$ cat config.mk
export PLATFORM = sky130hd
export DESIGN_NAME = dma_irq_unit
export DESIGN_NICKNAME = d
export VERILOG_FILES = /design/src/rtl/dma_irq_pkg.sv /design/src/rtl/dma_irq_flags.sv /design/src/rtl/dma_irq_abort_fsm.sv /design/src/rtl/dma_irq_unit.sv
export SDC_FILE = /design/constraint.sdc
export NUM_CORES = 1
export LEC_CHECK = 0
export BUFFER_PORTS_ARGS = -buffer_cell sky130_fd_sc_hd__buf_2
export CAP_MARGIN = 20
export CORE_ASPECT_RATIO = 0.8
export CORE_MARGIN = 10
export CORE_UTILIZATION = 45
export CTS_BUF_LIST = sky130_fd_sc_hd__clkbuf_2
export DETAILED_ROUTE_END_ITERATION = 8
export GPL_ROUTABILITY_DRIVEN = 0
export PLACE_DENSITY = 0.74
export SLEW_MARGIN = 20
export SYNTH_ARGS = -nofsm -noshare
export SYNTH_HDL_FRONTEND = slang
export SYNTH_SLANG_ARGS = --single-unit
$ cat constraint.sdc
create_clock -name clk -period 2.95 [get_ports clk]
set_input_delay 0.4425 -clock clk [delete_from_list [all_inputs] [get_ports clk]]
set_output_delay 0.4425 -clock clk [all_outputs]
set_load 0.01 [all_outputs]
$ cat src/rtl/dma_irq_pkg.sv
package dma_irq_pkg;

    localparam int DW          = 32;
    localparam int BANK_STRIDE = 8;
    localparam int NBANK       = 3;

    localparam logic [1:0] RG_STATUS = 2'd0;
    localparam logic [1:0] RG_MASK   = 2'd1;
    localparam logic [1:0] RG_ABORT  = 2'd2;
    localparam logic [1:0] RG_IDLE   = 2'd3;

    typedef enum logic [1:0] {
        AB_IDLE = 2'd0,
        AB_PEND = 2'd1,
        AB_ACK  = 2'd2
    } ab_state_e;

    function automatic logic [DW-1:0] impl_bits(input int nch);
        logic [DW-1:0] v;
        v = '0;
        for (int b = 0; b < NBANK; b++) begin
            for (int c = 0; c < nch; c++) begin
                v[b*BANK_STRIDE + c] = 1'b1;
            end
        end
        return v;
    endfunction

endpackage

$ cat src/rtl/dma_irq_flags.sv
module dma_irq_flags
    import dma_irq_pkg::*;
#(
    parameter int NCH = 8
) (
    input  logic           clk,
    input  logic           rst_n,
    input  logic [NCH-1:0] ev_err,
    input  logic [NCH-1:0] ev_abt,
    input  logic [NCH-1:0] ev_tc,
    input  logic [DW-1:0]  clr,
    output logic [DW-1:0]  stat
);

    logic [NBANK*NCH-1:0] ev_all;
    assign ev_all = {ev_tc, ev_abt, ev_err};

    always_comb begin
        stat = '0;
        for (int b = 0; b < NBANK; b++) begin
            for (int c = 0; c < NCH; c++) begin
                stat[b*BANK_STRIDE + c] = flag_q[b*NCH + c];
            end
        end
    end

    logic [NBANK*NCH-1:0] flag_q;

    for (genvar b = 0; b < NBANK; b++) begin : g_bank
        for (genvar c = 0; c < NCH; c++) begin : g_ch
            localparam int IDX = b*NCH + c;
            localparam int POS = b*BANK_STRIDE + c;
            // event has priority over a clear in the same cycle
            always_ff @(posedge clk or negedge rst_n) begin
                if (!rst_n)
                    flag_q[IDX] <= 1'b0;
                else if (ev_all[IDX])
                    flag_q[IDX] <= 1'b1;
                else if (clr[POS])
                    flag_q[IDX] <= 1'b0;
            end
        end
    end

endmodule

$ cat src/rtl/dma_irq_abort_fsm.sv
module dma_irq_abort_fsm
    import dma_irq_pkg::*;
(
    input  logic clk,
    input  logic rst_n,
    input  logic req_set,
    input  logic flag_ev,
    output logic req
);

    ab_state_e state_q, state_d;

    always_ff @(posedge clk or negedge rst_n) begin
        if (!rst_n)
            state_q <= AB_IDLE;
        else
            state_q <= state_d;
    end

    always_comb begin
        state_d = state_q;
        unique case (state_q)
            AB_IDLE: if (req_set) state_d = AB_PEND;
            AB_PEND: if (flag_ev) state_d = AB_ACK;
            AB_ACK:  state_d = req_set ? AB_PEND : AB_IDLE;
            default: state_d = AB_IDLE;
        endcase
    end

    always_comb begin
        req = (state_q != AB_IDLE);
    end

endmodule

$ cat src/rtl/dma_irq_unit.sv
module dma_irq_unit
    import dma_irq_pkg::*;
#(
    parameter int NCH = 8
) (
    input  logic           clk,
    input  logic           rst_n,
    input  logic           bus_sel,
    input  logic           bus_we,
    input  logic [1:0]     bus_addr,
    input  logic [31:0]    bus_wdata,
    output logic [31:0]    bus_rdata,
    input  logic [NCH-1:0] ev_err,
    input  logic [NCH-1:0] ev_abt,
    input  logic [NCH-1:0] ev_tc,
    input  logic [NCH-1:0] ch_busy,
    output logic [NCH-1:0] abort_req,
    output logic           irq,
    output logic           idle
);

    localparam logic [DW-1:0] IMPL = impl_bits(NCH);

    logic          wr_stat, wr_mask, wr_abt;
    logic [DW-1:0] clr, stat_q, mask_q;
    logic [NCH-1:0] ongoing;

    assign wr_stat = bus_sel && bus_we && (bus_addr == RG_STATUS);
    assign wr_mask = bus_sel && bus_we && (bus_addr == RG_MASK);
    assign wr_abt  = bus_sel && bus_we && (bus_addr == RG_ABORT);
    assign clr     = wr_stat ? bus_wdata : '0;

    dma_irq_flags #(.NCH(NCH)) u_flags (
        .clk    (clk),
        .rst_n  (rst_n),
        .ev_err (ev_err),
        .ev_abt (ev_abt),
        .ev_tc  (ev_tc),
        .clr    (clr),
        .stat   (stat_q)
    );

    for (genvar c = 0; c < NCH; c++) begin : g_abort
        dma_irq_abort_fsm u_fsm (
            .clk     (clk),
            .rst_n   (rst_n),
            .req_set (wr_abt && bus_wdata[c]),
            .flag_ev (ev_abt[c]),
            .req     (abort_req[c])
        );
        assign ongoing[c] = ~(stat_q[c] | stat_q[BANK_STRIDE + c] | stat_q[2*BANK_STRIDE + c]);
    end

    always_ff @(posedge clk or negedge rst_n) begin
        if (!rst_n)
            mask_q <= IMPL;
        else if (wr_mask)
            mask_q <= bus_wdata & IMPL;
    end

    assign irq  = |(stat_q & ~mask_q);
    assign idle = ~|ch_busy;

    always_comb begin
        bus_rdata = '0;
        unique case (bus_addr)
            RG_STATUS: bus_rdata = stat_q;
            RG_MASK:   bus_rdata = mask_q;
            RG_ABORT:  bus_rdata[NCH-1:0] = abort_req;
            RG_IDLE: begin
                bus_rdata[0] = idle;
                bus_rdata[BANK_STRIDE +: NCH] = ongoing;
            end
            default:   bus_rdata = '0;
        endcase
    end

endmodule

# --- Word level (Yosys, flattened, before mapping) ---
# Index checks and enable logic that the tools add are counted.
op_classes:
  eq_ne: 35
  n_mux: 85
  bitwise: 26
  n_reduce_logical: 64
op_table:
  columns: ["operator", "count"]
  rows:
  - ["nonzero test 2 bit", 32]
  - ["2-to-1 mux 1 bit", 56]
  - ["one-hot mux 2 bit (3 select lines)", 8]
  - ["AND 24 x 32 -> 32 bit", 1]
  - ["2-to-1 mux 2 bit", 16]
  - ["NOT 24 -> 32 bit", 1]
  - ["OR reduction 32 bit", 1]
  - ["2-to-1 mux 24 bit", 1]
  - ["one-hot mux 8 bit (3 select lines)", 1]
  - ["one-hot mux 7 bit (3 select lines)", 1]
  - ["== test 2 bit (second input constant)", 10]
  - ["== test 2 x 1 -> 1 bit (second input constant)", 9]
  - ["zero test 2 bit", 9]
  - ["inequality test 2 x 1 -> 1 bit (second input constant)", 8]
  - ["inequality test 2 bit (second input constant)", 8]
  - ["OR 1 bit", 16]
  - ["one-hot mux 8 bit (2 select lines)", 1]
  - ["AND reduction 2 bit", 8]
  - ["logical AND 1 bit", 12]
  - ["NOT 1 bit", 8]
  - ["OR reduction 8 bit", 1]
  - ["one-hot mux 1 bit (4 select lines)", 1]
  - ["zero test 1 bit", 1]
totals:
  register_bits: 64
  inputBits: 70
  output_inout_bits: 42
  elab_cells: 243

# --- Longest topological paths before layout ---
depth:
  word_depth: 5
  mapped_depth: 5
  ltp_nobuf: 4

# --- By module ---
# Synthesis repeated with hierarchy kept, for this count alone.
hier_totals:
  cells_unflattened: 360
  area_unflattened_um2: 3686.0
by_module_without_submodules:
  columns: ["mod", "instances", "cells_per_inst", "area_each_um2", "seq_area_each_um2"]
  rows:
  - ["dma_irq_unit", 1, 223, 2090.8, 630.6]
  - ["dma_irq_flags", 1, 81, 934.6, 600.6]
  - ["dma_irq_abort_fsm", 8, 7, 82.6, 50.0]

# --- Worst setup path after synthesis ---
# OpenSTA, ideal clock, no wires.
synth_path:
  path_type: "in2out"
  from: "input ch_busy[5]"
  to: "output bus_rdata[0]"
  arrival_ns: 1.469
  t_required_ns: 2.508
  setup_slack_ns: 1.038
  stages: 3
  path_buffers: 0
  cell_sequence: "or4_1 nor2_1 mux4_2"
synth_via:
  elab_chain_cells: 3
synth_lines:
  columns: ["element", "line", "rtl"]
  rows:
  - ["start: declaration", "dma_irq_unit.sv:16", "input logic [NCH-1:0] ch_busy,"]
  - ["OR reduction 8 bit", "dma_irq_unit.sv:62", "assign idle = ~|ch_busy;"]
  - ["zero test 1 bit", "dma_irq_unit.sv:62", null]
  - ["via idle", "dma_irq_unit.sv:19", "output logic idle"]
  - ["one-hot mux 1 bit (4 select lines)", "dma_irq_unit.sv:66", "unique case (bus_addr)"]
  - ["end: declaration", "dma_irq_unit.sv:12", "output logic [31:0] bus_rdata,"]
# The timed path passes the listed nets, and every way through them passes these cells.

# --- Worst setup path in the final report ---
layout_path:
  from: "register g_abort[0].u_fsm.state_q[0]"
  to: "output bus_rdata[0]"
layout_via:
  elab_chain_cells: 2
layout_lines:
  columns: ["element", "line", "rtl"]
  rows:
  - ["start: declaration", "dma_irq_abort_fsm.sv:11", "ab_state_e state_q, state_d;"]
  - ["start signal: assignment", "dma_irq_abort_fsm.sv:17", "state_q <= state_d;"]
  - ["nonzero test 2 bit", "dma_irq_abort_fsm.sv:31", "req = (state_q != AB_IDLE);"]
  - ["one-hot mux 1 bit (4 select lines)", "dma_irq_unit.sv:66", null]
# No other way between the ends.

==> results.cfg <==
[routing]
first_iter_violations = 184
drt_wl_total_um = 9080
wire_per_inst_um = 17.8
vias = 2663
avgViaCountPerCell = 5.22
ant_nets = 0
drt_first_pass_iters = 4
drc = 0

[grt]
track_usage_pct = 16.6
gr-total-overflow = 0
antenna_found_initial = 0
grt_max_degree = 33
first_global_vias = 2904
grt_pass1_wl_um = 14500

[power_and_ir_drop]
p_sw_uw = 567
peakVddDrop_uv = 243
pwr-share-seq_pct = 55.9
clockPowerShare_pct = 25.5
p_per_area_nw_per_um2 = 498
leakage_nw = 2.04
internal_power_mw = 1.38
total_power_mw = 1.94
switching_share_pct = 29.2
power_frac_comb_pct = 18.6

[timing]
maxClockFrequency_mhz = 439
rsz0062_at_grt = no
slew_headroom_pct = 64.3
finalWorstSetupSlack_ns = 0.674
finalHoldViolations = 0
hold_ws_ns = 0.116
finalClockSkew_ns = 0.00551
worst-slew-pin-transition_ns = 0.535
period_needed_ns = 2.28
finalSetupViolations = 0
drv_slew = 0
timing.final.crit_share_pct = 77.2
setup_tns_ns = 0

[worst_setup_path]
path_max_fanout = 3
path_class = register to output pin
path_buf_inv = 1
cpLargestDelayFamily = multiplexers
startpoint_type = register
crit_slowest_cell = mux4_2
slowest_delay_ns = 0.47
cp-end-kind = output pin
cp.required_ns = 2.51
path_cells = or2_2 > mux4_2 > buf_2
arrival_ns = 1.83

[finish]
area_growth_pct = 18.3
drive_gt1_share_pct = 35.0
final_cells = 510
nNetsFinal = 488
n_antenna_cell = 0

[run_status]
status = completed

[clock_tree]
post-cts-setup-buffer-count = 0
clock_latency_ns = 0.48
cts_tree = built
cts_root_buf = clkbuf_2
ctsLongestPathBuffers = 2
h-tree-depth = 3
cts.clk_slew.worst_paths_ns = 0.18
clock-sinks = 64
cts_buffers = 9

[logic_synthesis]
synth_mux_area_share_pct = 15.9
seq_area_frac_synth_pct = 49.5
synth_edf_count = 0
synthFlopType = dfrtp_1
synthArstFlopShare_pct = 100
synth_top_family_by_area = multiplexers
syn_area_sq_um = 3300
ys_types = 25
ys_warn_count = 0
ys_ff_latch = 64
synth.avg_cell_area_sq_um = 10.2
syn_inst = 322
synth-compound-area-share_pct = 11.2
synth_fa_ha_area_share_pct = 0
synth_xor_xnor_area_share_pct = 0
yosys.area_share.simple_pct = 13.5

[place]
dp_cells = 493
pre_cts_ws_ns = 0.741
dp_hpwl_um = 6980
portBuffers = 95

[die]
die_w_um = 116
dieHeight_um = 96.6
row_count = 27
ios = 112
start_util_pct = 47.1
dieArea_sq_um = 11200
design.core.area_sq_um = 6990

[run]
max_cap_violations = 0

[hold_path]
hp-class = primary input to register
[Yosys cell counts (10+ instances only)]
cell / instances / area [sq um]
a21o_1: 16 / 120
buf_4: 20 / 150
dfrtp_1: 40 / 1000
dfstp_2: 24 / 631
inv_1: 39 / 146
mux2_1: 20 / 225
mux2i_1: 23 / 230
nand2_1: 26 / 97.6
nor2_1: 24 / 90.1
o21ai_0: 16 / 80.1
o22ai_1: 27 / 169
or4_1: 10 / 75.1
[timing repair]
item	CTS	global route
endpoints found under the hold margin	5	0
resized for setup	0	0
hold buffers	1	0
[power by group through the flow]
stage	clock network, mW	registers [mW]	logic [mW]
final	0.495	1.09	0.362
after global routing	0.543	1.10	0.401
after floorplan	0	1.08	0.225
after CTS	0.505	1.09	0.367
after global placement	0	1.09	0.355
after detailed placement	0	1.10	0.364
[metal layers]
| layer | share of wire, % | GRT usage (%) |
|---|---|---|
| met5 | 0 | 0 |
| met1 | 45 | 21.1 |
| met4 | 0.84 | 3.74 |
| met2 | 44 | 26.1 |
| met3 | 11 | 6.78 |
[cell type report]
| class | count | area, sq um |
|---|---|---|
| Clock buffer | 10 | 50.0 |
| Multi-Input combinational cell | 200 | 1370 |
| Fill cell | 629 | 3090 |
| Clock inverter | 6 | 50.0 |
| Timing Repair Buffer | 104 | 546 |
| Sequential cell | 64 | 1630 |
| Tap cell | 87 | 109 |
| Inverter | 39 | 146 |
[logic make-up after synthesis]
group	Yosys count
buf+inv	65
other cells	1
mux	48
flops	64
simple gates	85
compound gates	59
[sequential cells by signal (all words and copies together) (netlist names)]
signal,count
g_abort.u_fsm.state_q,16
u_flags.stat,24
mask_q,24
[stage by stage]
step,area (sq um),utilization [%]
4_1_cts,3900,55.8
3_3_place_gp,3790,54.2
6_report,3900,55.8
3_5_place_dp,3790,54.2
2_1_floorplan,3320,-
5_1_grt,3900,55.8
[final timing paths]
| kind | depth (start not counted) | endpoint | slack (ns) | from |
|---|---|---|---|---|
| worst min-delay path | 2 | u_flags.stat[16] | 0.12 | ev_tc[0] |
| worst min register to register | 1 | g_abort[3].u_fsm.state_q[0] | 0.49 | g_abort[3].u_fsm.state_q[0] |
| min in group asynchronous | 2 | u_flags.stat[15] | 0.34 | rst_n |
| worst max-delay path | 3 | bus_rdata[0] | 0.67 | g_abort[0].u_fsm.state_q[0] |
| max in group asynchronous | 3 | mask_q[17] | 1.88 | rst_n |
| worst max register to register | 2 | g_abort[0].u_fsm.state_q[0] | 2.15 | g_abort[0].u_fsm.state_q[1] |
[cell usage in the layout, fill, tap and decap left out, types with 10 or more instances in the layout]
cell type  count
clkbuf_2      10
inv_1         39
or4_1         10
dfrtp_1       40
mux2_1        20
nor2_1        24
o22ai_1       27
mux2i_1       23
a21o_1        16
buf_2         95
nand2_1       26
dfstp_2       24
o21ai_0       16
Note: power is estimated with default switching activity, not from simulation.
